## config.mk

```make
export PLATFORM = sky130hd
export DESIGN_NAME = lea_alloc
export DESIGN_NICKNAME = d
export VERILOG_FILES = /design/src/rtl/lea_pkg.sv /design/src/rtl/lea_pick.sv /design/src/rtl/lea_table.sv /design/src/rtl/lea_ctrl.sv /design/src/rtl/lea_alloc.sv
export SDC_FILE = /design/constraint.sdc
export NUM_CORES = 1
export LEC_CHECK = 0
export BUFFER_PORTS_ARGS = -buffer_cell sky130_fd_sc_hd__buf_2
export CORE_ASPECT_RATIO = 1.25
export CORE_MARGIN = 10
export CORE_UTILIZATION = 51
export CTS_CLUSTER_SIZE = 25
export DETAILED_ROUTE_END_ITERATION = 8
export GPL_TIMING_DRIVEN = 0
export PLACE_DENSITY = 0.67
export SLEW_MARGIN = 20
export SYNTH_ARGS = -nofsm -noshare
export SYNTH_HDL_FRONTEND = slang
export SYNTH_SLANG_ARGS = --single-unit
```

## constraint.sdc

```tcl
create_clock -name clk_i -period 50.4 [get_ports clk_i]
set_input_delay 10.08 -clock clk_i [delete_from_list [all_inputs] [get_ports clk_i]]
set_output_delay 10.08 -clock clk_i [all_outputs]
set_load 0.01 [all_outputs]
```

## src/rtl/lea_pkg.sv

```systemverilog
package lea_pkg;
  typedef enum logic [1:0] {
    ST_IDLE = 2'd0,
    ST_RUN  = 2'd1,
    ST_DONE = 2'd2
  } lea_state_e;
endpackage

```

## src/rtl/lea_pick.sv

```systemverilog
// Finds the masked entry with the lowest birth step, lowest index on ties.
module lea_pick #(
  parameter int N  = 16,
  parameter int TW = 8,
  localparam int IW = $clog2(N)
) (
  input  logic [N-1:0][TW-1:0] birth_i,
  input  logic [N-1:0]         mask_i,
  output logic                 found_o,
  output logic [IW-1:0]        idx_o
);
  logic [TW-1:0] best;

  always_comb begin
    found_o = 1'b0;
    idx_o   = '0;
    best    = '0;
    for (int i = 0; i < N; i++) begin
      if (mask_i[i] && (!found_o || birth_i[i] < best)) begin
        found_o = 1'b1;
        idx_o   = IW'(i);
        best    = birth_i[i];
      end
    end
  end
endmodule

```

## src/rtl/lea_table.sv

```systemverilog
module lea_table #(
  parameter int N  = 16,
  parameter int TW = 8,
  localparam int IW = $clog2(N)
) (
  input  logic                 clk_i,
  input  logic                 rst_ni,
  input  logic                 wr_en_i,
  input  logic [IW-1:0]        wr_addr_i,
  input  logic [TW-1:0]        wr_birth_i,
  input  logic [TW-1:0]        wr_death_i,
  input  logic                 clr_i,
  input  logic                 asg_en_i,
  input  logic [IW-1:0]        asg_idx_i,
  input  logic [IW-1:0]        asg_reg_i,
  output logic [N-1:0][TW-1:0] birth_o,
  output logic [N-1:0][TW-1:0] death_o,
  output logic [N-1:0]         bad_o,
  output logic [N-1:0]         asg_o,
  output logic [N-1:0][IW-1:0] reg_o
);
  for (genvar g = 0; g < N; g++) begin : g_ent
    always_ff @(posedge clk_i or negedge rst_ni) begin
      if (!rst_ni) begin
        birth_o[g] <= '0;
        death_o[g] <= '0;
        bad_o[g]   <= 1'b1;
      end else if (wr_en_i && wr_addr_i == IW'(g)) begin
        birth_o[g] <= wr_birth_i;
        death_o[g] <= wr_death_i;
        bad_o[g]   <= (wr_death_i <= wr_birth_i);
      end
    end

    always_ff @(posedge clk_i or negedge rst_ni) begin
      if (!rst_ni) begin
        asg_o[g] <= 1'b0;
        reg_o[g] <= '0;
      end else if (clr_i) begin
        asg_o[g] <= 1'b0;
        reg_o[g] <= '0;
      end else if (asg_en_i && asg_idx_i == IW'(g)) begin
        asg_o[g] <= 1'b1;
        reg_o[g] <= asg_reg_i;
      end
    end
  end


  asg_once_chk: assert property (@(posedge clk_i) disable iff (!rst_ni)
    asg_en_i && !clr_i |-> !asg_o[asg_idx_i]);


  bad_never_asg_chk: assert property (@(posedge clk_i) disable iff (!rst_ni)
    asg_en_i |-> !bad_o[asg_idx_i]);
endmodule

```

## src/rtl/lea_ctrl.sv

```systemverilog
module lea_ctrl
  import lea_pkg::*;
(
  input  logic clk_i,
  input  logic rst_ni,
  input  logic start_i,
  input  logic remain_i,
  output logic busy_o,
  output logic done_o,
  output logic clr_o
);
  lea_state_e st_q, st_d;

  assign busy_o = (st_q == ST_RUN);
  assign done_o = (st_q == ST_DONE);
  assign clr_o  = start_i && !busy_o;

  always_comb begin
    st_d = st_q;
    unique case (st_q)
      ST_IDLE, ST_DONE: if (start_i) st_d = ST_RUN;
      ST_RUN:           if (!remain_i) st_d = ST_DONE;
      default:          st_d = ST_IDLE;
    endcase
  end

  always_ff @(posedge clk_i or negedge rst_ni) begin
    if (!rst_ni) st_q <= ST_IDLE;
    else         st_q <= st_d;
  end


  done_busy_excl_chk: assert property (@(posedge clk_i) disable iff (!rst_ni)
    !(busy_o && done_o));


  done_hold_chk: assert property (@(posedge clk_i) disable iff (!rst_ni)
    done_o && !start_i |=> done_o);
endmodule

```

## src/rtl/lea_alloc.sv

```systemverilog
module lea_alloc #(
  parameter int NUM_VALS = 16,
  parameter int TIME_W   = 8,
  localparam int IW = $clog2(NUM_VALS)
) (
  input  logic              clk_i,
  input  logic              rst_ni,
  input  logic              wr_en_i,
  input  logic [IW-1:0]     wr_addr_i,
  input  logic [TIME_W-1:0] wr_birth_i,
  input  logic [TIME_W-1:0] wr_death_i,
  input  logic [IW:0]       num_vals_i,
  input  logic              start_i,
  output logic              busy_o,
  output logic              done_o,
  input  logic [IW-1:0]     rd_addr_i,
  output logic [IW-1:0]     rd_reg_o,
  output logic              rd_asg_o,
  output logic              rd_err_o,
  output logic [IW:0]       reg_count_o
);
  logic [NUM_VALS-1:0][TIME_W-1:0] birth, death;
  logic [NUM_VALS-1:0][IW-1:0]     regs;
  logic [NUM_VALS-1:0]             bad, asg, in_rng, rem_m, fit_m;
  logic [IW:0]                     n_q, cnt_q, cnt_m1;
  logic [TIME_W-1:0]               last_q;
  logic                            clr, fit_f, rem_f, asg_en;
  logic [IW-1:0]                   fit_i, rem_i, asg_idx, asg_reg;

  assign cnt_m1 = cnt_q - 1'b1;

  always_comb begin
    for (int i = 0; i < NUM_VALS; i++) begin
      in_rng[i] = (IW+1)'(i) < n_q;
      rem_m[i]  = in_rng[i] && !bad[i] && !asg[i];
      fit_m[i]  = rem_m[i] && (cnt_q != '0) && (birth[i] >= last_q);
    end
  end

  lea_pick #(.N(NUM_VALS), .TW(TIME_W)) u_fit (
    .birth_i(birth), .mask_i(fit_m), .found_o(fit_f), .idx_o(fit_i));

  lea_pick #(.N(NUM_VALS), .TW(TIME_W)) u_rem (
    .birth_i(birth), .mask_i(rem_m), .found_o(rem_f), .idx_o(rem_i));

  lea_ctrl u_ctrl (
    .clk_i, .rst_ni, .start_i, .remain_i(rem_f),
    .busy_o, .done_o, .clr_o(clr));

  // fit to open register first, otherwise open a new one
  assign asg_en  = busy_o && rem_f;
  assign asg_idx = fit_f ? fit_i : rem_i;
  assign asg_reg = fit_f ? cnt_m1[IW-1:0] : cnt_q[IW-1:0];

  lea_table #(.N(NUM_VALS), .TW(TIME_W)) u_tab (
    .clk_i, .rst_ni,
    .wr_en_i(wr_en_i && !busy_o), .wr_addr_i, .wr_birth_i, .wr_death_i,
    .clr_i(clr), .asg_en_i(asg_en), .asg_idx_i(asg_idx), .asg_reg_i(asg_reg),
    .birth_o(birth), .death_o(death), .bad_o(bad), .asg_o(asg), .reg_o(regs));

  always_ff @(posedge clk_i or negedge rst_ni) begin
    if (!rst_ni) begin
      n_q    <= '0;
      cnt_q  <= '0;
      last_q <= '0;
    end else if (clr) begin
      n_q    <= num_vals_i;
      cnt_q  <= '0;
      last_q <= '0;
    end else if (asg_en) begin
      last_q <= death[asg_idx];
      if (!fit_f) cnt_q <= cnt_q + 1'b1;
    end
  end

  assign reg_count_o = cnt_q;
  assign rd_reg_o    = regs[rd_addr_i];
  assign rd_asg_o    = asg[rd_addr_i];
  assign rd_err_o    = bad[rd_addr_i] && in_rng[rd_addr_i];


  start_ignored_chk: assert property (@(posedge clk_i) disable iff (!rst_ni)
    busy_o && start_i |=> $stable(n_q));


  cnt_step_chk: assert property (@(posedge clk_i) disable iff (!rst_ni)
    busy_o |=> (reg_count_o == $past(reg_count_o)) ||
               (reg_count_o == $past(reg_count_o) + 1'b1));


  cnt_bound_chk: assert property (@(posedge clk_i) disable iff (!rst_ni)
    reg_count_o <= n_q);


  first_reg_chk: assert property (@(posedge clk_i) disable iff (!rst_ni)
    $rose(busy_o) |-> reg_count_o == '0);
endmodule

```

==> run summary, run 1 <==
status: complete, no violations
R2R depth: 174
CP dominant cell by count: a21oi_1
post-synth top area share: 0.305
Mapped Cells: 3,111
TritonRoute pass-1 iters: 6
Cell Rows: 98
Max clock buf depth: 3
RSZ-0062 raised after global routing: false
Seq/Total Area, Yosys: 0.319
Avg Cell Area, Syn: 9.39 µm²
Synth Area in Compound Gates: 0.185
slowest CP cell: clkinv_1
I/O Buffers: 40
CTS tree: built
Fillers: 5,044
postcts setup bufs: 0
Root Driver: clkbuf_16
reg2reg start: last_q[4]
Required @ worst endpoint: 50.86 ns
CTS resizes: 0
Net Count, Synth: 3,479
Die X: 234 µm
detailed-route via count: 25,500
HPWL Detailed: 76.8 mm
min cycle time layout: 40.51 ns
worst r2r dst: u_tab.reg_o[3]
worst-margin pin slew: 1.27 ns
register clock-pin slew on the reported worst setup and hold paths: 0.06 ns
Synth area leader: dfrtp_1
critical setup path kind: reg2reg
hold_sp: last_q[5]
cell count of the worst hold path: 2
Worst Setup End Kind: flop
initial core utilization: 0.513
# DRC: 0
Critical Path AT: 40.97 ns
Synth Area in Simple Gates: 0.146
ANT nets after route: 0
antenna violations before repair: 3
hold buffers post-CTS: 0
overall global routing resource usage: 0.297
Hold Path Class: reg2reg
Layout area overhead: 9.53%
Startpoint Class: flop
final WL: 101 mm
GP Congestion: 0.983
Wirelength per Cell: 25.3 µm
ys flop type: dfrtp_1
total CTS buffers: 43
max_slew headroom: 0.150
max_cap viols: 0
number of synthesized flops with an enable pin: 0
first-pass GRT wire length: 154 mm
Cell Area, Synth: 29,200 µm²
Finish-stage setup viols: 0
Clock Skew: 0.0340 ns
Async S/R FF share, synth: 1.00
worst-skew pair later-pin latency: 0.62 ns
Die Height: 288 µm
R2R Setup Slk: 9.89 ns
hold endpoint: last_q[5]
die area: 67,300 µm²
core area: 57,000 µm²
count of final max-slew check failures: 0
yosys warns: 0
Synth Area in Adders: 0.144
Ports: 46
dominant cells by area after synthesis: dfrtp_1 (30%), ha_1 (14%), mux2_2 (8.1%)
grt total ovfl: 0
setup tns final: 0 ns
post-synth cell types: 122
XOR/XNOR Fraction of Synth Area: 0.00295
largest net degree at the start of global routing: 96
Post-layout nets: 3,572
vias in the first global route: 25,700
post-synthesis mux area share: 0.157
dominant combinational cell family by area after synthesis: compound AO/OA/AOI/OAI gates
CP max stage delay: 0.90 ns
number of synthesized register bits: 372
share of layout cells above drive strength 1: 0.152
DR iter-0 viols: 2,100
CTS Sinks: 372
H-tree Lvls: 2
crit share post-route: 0.804
Fmax: 0.0247 GHz
CP Max Fanout: 16
vias per cell: 6.39
Final Hold Viols: 0
critical path: cells and delay by family (launching register included):
family | cells | cell delay [ns]
DFF | 1 | 0.35
buffers and inverters | 26 | 5.91
and+or+nand+nor | 45 | 7.92
adders and majority gates | 16 | 5.08
muxes | 6 | 1.99
AOI/OAI and AO/OA | 81 | 18.91
routing by layer:
layer  vias to the layer above  global-route usage  share of wire  wire [µm]
met5                         -                   0       0.000089          9
met4                         2               0.199          0.076       7670
met3                       341              0.0458          0.062       6220
met2                       989               0.485           0.47      46900
met1                     12600               0.357           0.40      40000
li1                      11600                   -              -          -
layout make-up:
type / instances / area (µm²) / area share
Buffer: 128 / 602 / 0.0188
Multi-Input combinational cell: 2413 / 18600 / 0.581
Clock buffer: 56 / 1150 / 0.0361
Antenna cell: 1 / 2.50 / 0.0000782
Inverter: 198 / 743 / 0.0232
Timing Repair Buffer: 48 / 355 / 0.0111
Tap cell: 750 / 938 / 0.0293
Clock inverter: 24 / 279 / 0.00872
Sequential cell: 372 / 9330 / 0.292
cells in the mapped netlist (7+ instances only):
library cell  count
dfrtp_1         356
ha_1            335
nand2_1         286
o21ai_0         231
mux2_2          211
a21oi_1         210
nor2_1          209
inv_1           196
mux2i_1         135
clkbuf_1         94
a21o_1           82
nand3_1          66
nand2b_1         52
nor3_1           46
nor2b_1          36
o21a_1           34
nand4_1          33
mux4_2           26
o211ai_1         25
a31oi_1          21
mux2_1           21
a22oi_1          17
dfstp_2          16
o21ai_1          16
a211o_1          15
a211oi_1         15
and2_1           15
and3_1           15
nor4_1           15
a221oi_1         11
and4_1           11
or2_2            10
or3_1            10
buf_2             9
buf_6             9
or2_1             9
buf_1             8
a41o_1            7
buf_4             7
nor4_4            7
o2111a_1          7
flip-flops by register name, summed over array words and instances (netlist names):
| register | cells |
|---|---|
| last_q | 8 |
| u_tab.bad_o | 16 |
| u_tab.death_o | 128 |
| u_tab.reg_o | 64 |
| u_ctrl.st_q | 2 |
| n_q | 5 |
| u_tab.asg_o | 16 |
| u_tab.birth_o | 128 |
| reg_count_o | 5 |
logic make-up (layout without fill, tap and decap cells):
kind of cell / count (synthesis) / after routing
other cells: 0 / 1
simple gates: 857 / 857
xor+xnor: 9 / 9
fa+ha+maj: 336 / 336
compound gates: 815 / 815
buf+inv: 326 / 454
flops: 372 / 372
mux: 396 / 396
how the worst max path moves through the flow:
| stage | start | end | slack (ns) | cells past startpoint |
|---|---|---|---|---|
| after floorplan | last_q[0] | u_tab.reg_o[18] | 18.66 | 177 |
| after CTS | last_q[7] | last_q[0] | 10.53 | 178 |
| after global routing | last_q[7] | last_q[0] | 7.30 | 180 |
| after global placement | last_q[0] | last_q[2] | 10.84 | 175 |
| final | last_q[4] | u_tab.reg_o[3] | 9.89 | 174 |
| after detailed placement | last_q[7] | u_tab.reg_o[3] | 10.69 | 177 |
per-stage QoR:
stage | setup slack (ns) | hold slack, ns | util | area [µm²] | instances
finish | 9.89 | 0.480 | 0.561 | 32000 | 3990
detailed placement | 10.69 | 0.466 | 0.536 | 30600 | 3909
global placement | 10.84 | 0.459 | 0.532 | 30400 | 3901
floorplan | 18.66 | 0.446 | - | 29200 | 3111
CTS | 10.53 | 0.480 | 0.561 | 32000 | 3989
global route | 7.30 | 0.506 | 0.561 | 32000 | 3990
layout by cell type, fill, tap and decap left out, drive strengths merged, types with 137 or more instances in the layout:
| cell | n |
|---|---|
| a21oi | 212 |
| clkbuf | 150 |
| dfrtp | 356 |
| ha | 335 |
| inv | 199 |
| mux2 | 233 |
| mux2i | 137 |
| nand2 | 287 |
| nor2 | 212 |
| o21ai | 250 |
Power of run 1 is not shown: default switching activity piles up to over one toggle a cycle in this logic, so the estimate is an artifact.
==> run 2, diff against run 1 <==
==> constraint.sdc (replaced) <==
create_clock -name clk_i -period 41.5 [get_ports clk_i]
set_input_delay 8.3 -clock clk_i [delete_from_list [all_inputs] [get_ports clk_i]]
set_output_delay 8.3 -clock clk_i [all_outputs]
set_load 0.01 [all_outputs]
==> run summary, run 2 (same netlist as run 1, synthesis figures left out) <==
status: complete, no violations (unchanged)
CP Max Fanout: 16 (unchanged)
# DRC: 0 (unchanged)
Startpoint Class: flop (unchanged)
GP Congestion: 0.983 (unchanged)
grt total ovfl: 0 (unchanged)
Critical Path End: u_tab.reg_o[30] (was u_tab.reg_o[3])
antenna violations before repair: 3 (unchanged)
Ports: 46 (unchanged)
GR Layer Usage met1: 0.357 (unchanged)
pre-CTS WS: 1.79 ns (was 10.69 ns)
R2R depth: 176 (was 174)
Max clock buf depth: 3 (unchanged)
global-route track usage on met3: 0.0458 (unchanged)
register clock-pin slew on the reported worst setup and hold paths: 0.06 ns (about the same)
share of layout cells above drive strength 1: 0.160 (was 0.152)
worst-margin pin slew: 1.27 ns (about the same)
Cells after DPL: 3,909 (unchanged)
worst r2r dst: u_tab.reg_o[30] (was u_tab.reg_o[3])
Worst Setup End Kind: flop (unchanged)
Final Hold Viols: 0 (unchanged)
Post-layout nets: 3,589 (was 3,572)
cell count of the worst hold path: 1 (was 2)
largest net degree at the start of global routing: 96 (unchanged)
detailed-route via count: 25,600 (was 25,500)
CTS tree: built (unchanged)
final instance area: 32,200 µm² (was 32,000 µm²)
RSZ-0062 raised after global routing: false (unchanged)
Cell Rows: 98 (unchanged)
Die Height: 288 µm (unchanged)
worst setup margin: 2.67 ns (was 9.89 ns)
crit share post-route: 0.936 (was 0.804)
core area: 57,000 µm² (unchanged)
commonest non-fill, non-tap cell in the layout: dfrtp_1 (unchanged)
final WL: 101 mm (about the same)
hold buffers post-CTS: 0 (unchanged)
Critical Path AT: 39.30 ns (was 40.97 ns)
R2R Setup Slk: 2.67 ns (was 9.89 ns)
H-tree Lvls: 2 (unchanged)
DR iter-0 viols: 2,186 (was 2,100)
Layout Cells excl Fill: 4,007 (was 3,990)
Die X: 234 µm (unchanged)
worst-skew pair later-pin latency: 0.62 ns (about the same)
first-pass GRT wire length: 154 mm (unchanged)
CTS Sinks: 372 (unchanged)
HPWL Detailed: 76.8 mm (unchanged)
total CTS buffers: 43 (unchanged)
max_cap viols: 0 (unchanged)
TritonRoute pass-1 iters: 6 (unchanged)
ANT nets after route: 0 (unchanged)
Required @ worst endpoint: 41.97 ns (was 50.86 ns)
Fmax: 0.0258 GHz (was 0.0247 GHz)
layer with the highest usage: met2 (unchanged)
critical setup path kind: reg2reg (unchanged)
Root Driver: clkbuf_16 (unchanged)
Fillers: 5,022 (was 5,044)
Crit. Startpoint: last_q[4] (unchanged)
count of final max-slew check failures: 0 (unchanged)
Placed Instance Area: 30,600 µm² (unchanged)
vias in the first global route: 25,700 (unchanged)
CP dominant cell by count: a21oi_1 (unchanged)
Largest regs: u_tab.birth_o x128, u_tab.death_o x128, u_tab.reg_o x64 (unchanged)
min cycle time layout: 38.83 ns (was 40.51 ns)
max_slew headroom: 0.156 (was 0.150)
Layout area overhead: 10.2% (was 9.53%)
die area: 67,300 µm² (unchanged)
initial core utilization: 0.513 (unchanged)
vias per cell: 6.40 (was 6.39)
Finish-stage setup viols: 0 (unchanged)
Clock Skew: 0.0315 ns (was 0.0340 ns)
I/O Buffers: 40 (unchanged)
Wirelength per Cell: 25.2 µm (was 25.3 µm)
Hold Path Class: reg2reg (unchanged)
met2 usage: 0.485 (unchanged)
commonest cells after routing, fill and taps aside: dfrtp_1 (355), ha_1 (335), nand2_1 (286) (unchanged)
overall global routing resource usage: 0.297 (unchanged)
slowest CP cell: clkinvlp_4 (was clkinv_1)
CP max stage delay: 0.58 ns (was 0.90 ns)
reg2reg start: last_q[4] (unchanged)
setup tns final: 0 ns (unchanged)
==> run 2: cell types whose count changed in the layout (fill, tap and decap cells not counted), sizes merged <==
cell      change
buf          +18
clkinvlp      +4
inv           -3
clkbuf        -1
clkinv        -1
==> run 2: worst min path at each step <==
stage,startpoint,end,slack [ns]
floorplan,u_tab.death_o[64],u_tab.death_o[64],0.45
global placement,last_q[5],last_q[5],0.46
detailed placement,last_q[4],last_q[4],0.47
CTS,last_q[4],last_q[4],0.48
global route,u_tab.reg_o[30],u_tab.reg_o[30],0.51
finish,u_tab.reg_o[31],u_tab.reg_o[31],0.48
==> run 2: metrics by stage <==
stage                     hold WS [ns]  utilization
final                            0.481        0.565
after global routing             0.506        0.565
after CTS                        0.480        0.561
after detailed placement         0.466        0.536
after global placement           0.459        0.532
after floorplan                  0.446            -
==> run 2: final cells by class <==
cell class	instances	area, µm²	share of cell area
multi-input combinational	2413	18600	0.579
buffer	127	601	0.0187
inverter	198	766	0.0238
antenna	1	2.50	0.0000777
sequential	372	9330	0.290
timing repair buffer	66	490	0.0152
tap	750	938	0.0291
clock inverter	24	279	0.00867
clock buffer	56	1150	0.0359
==> run 2: what timing repair did <==
action	4_1_cts	5_1_grt
buffers inserted	0	18
resized for setup	0	21
setup endpoints to repair	0	88
endpoints found under the hold margin	0	0
==> run 2: per-layer routing <==
metal  up-vias  part of all wire
li1      11600                 -
met5         -          0.000089
met3       327             0.069
met4         2             0.075
met2      1065              0.47
met1     12600              0.39
==> run 2: critical path, delay by kind of cell (launching register included) <==
kind | cells | cell delay [ns]
fa+ha+maj | 16 | 4.86
flops | 1 | 0.38
buf+inv | 27 | 5.33
mux | 6 | 1.89
simple gates | 44 | 7.54
compound gates | 83 | 18.52
Power of run 2 is left out for the same reason.
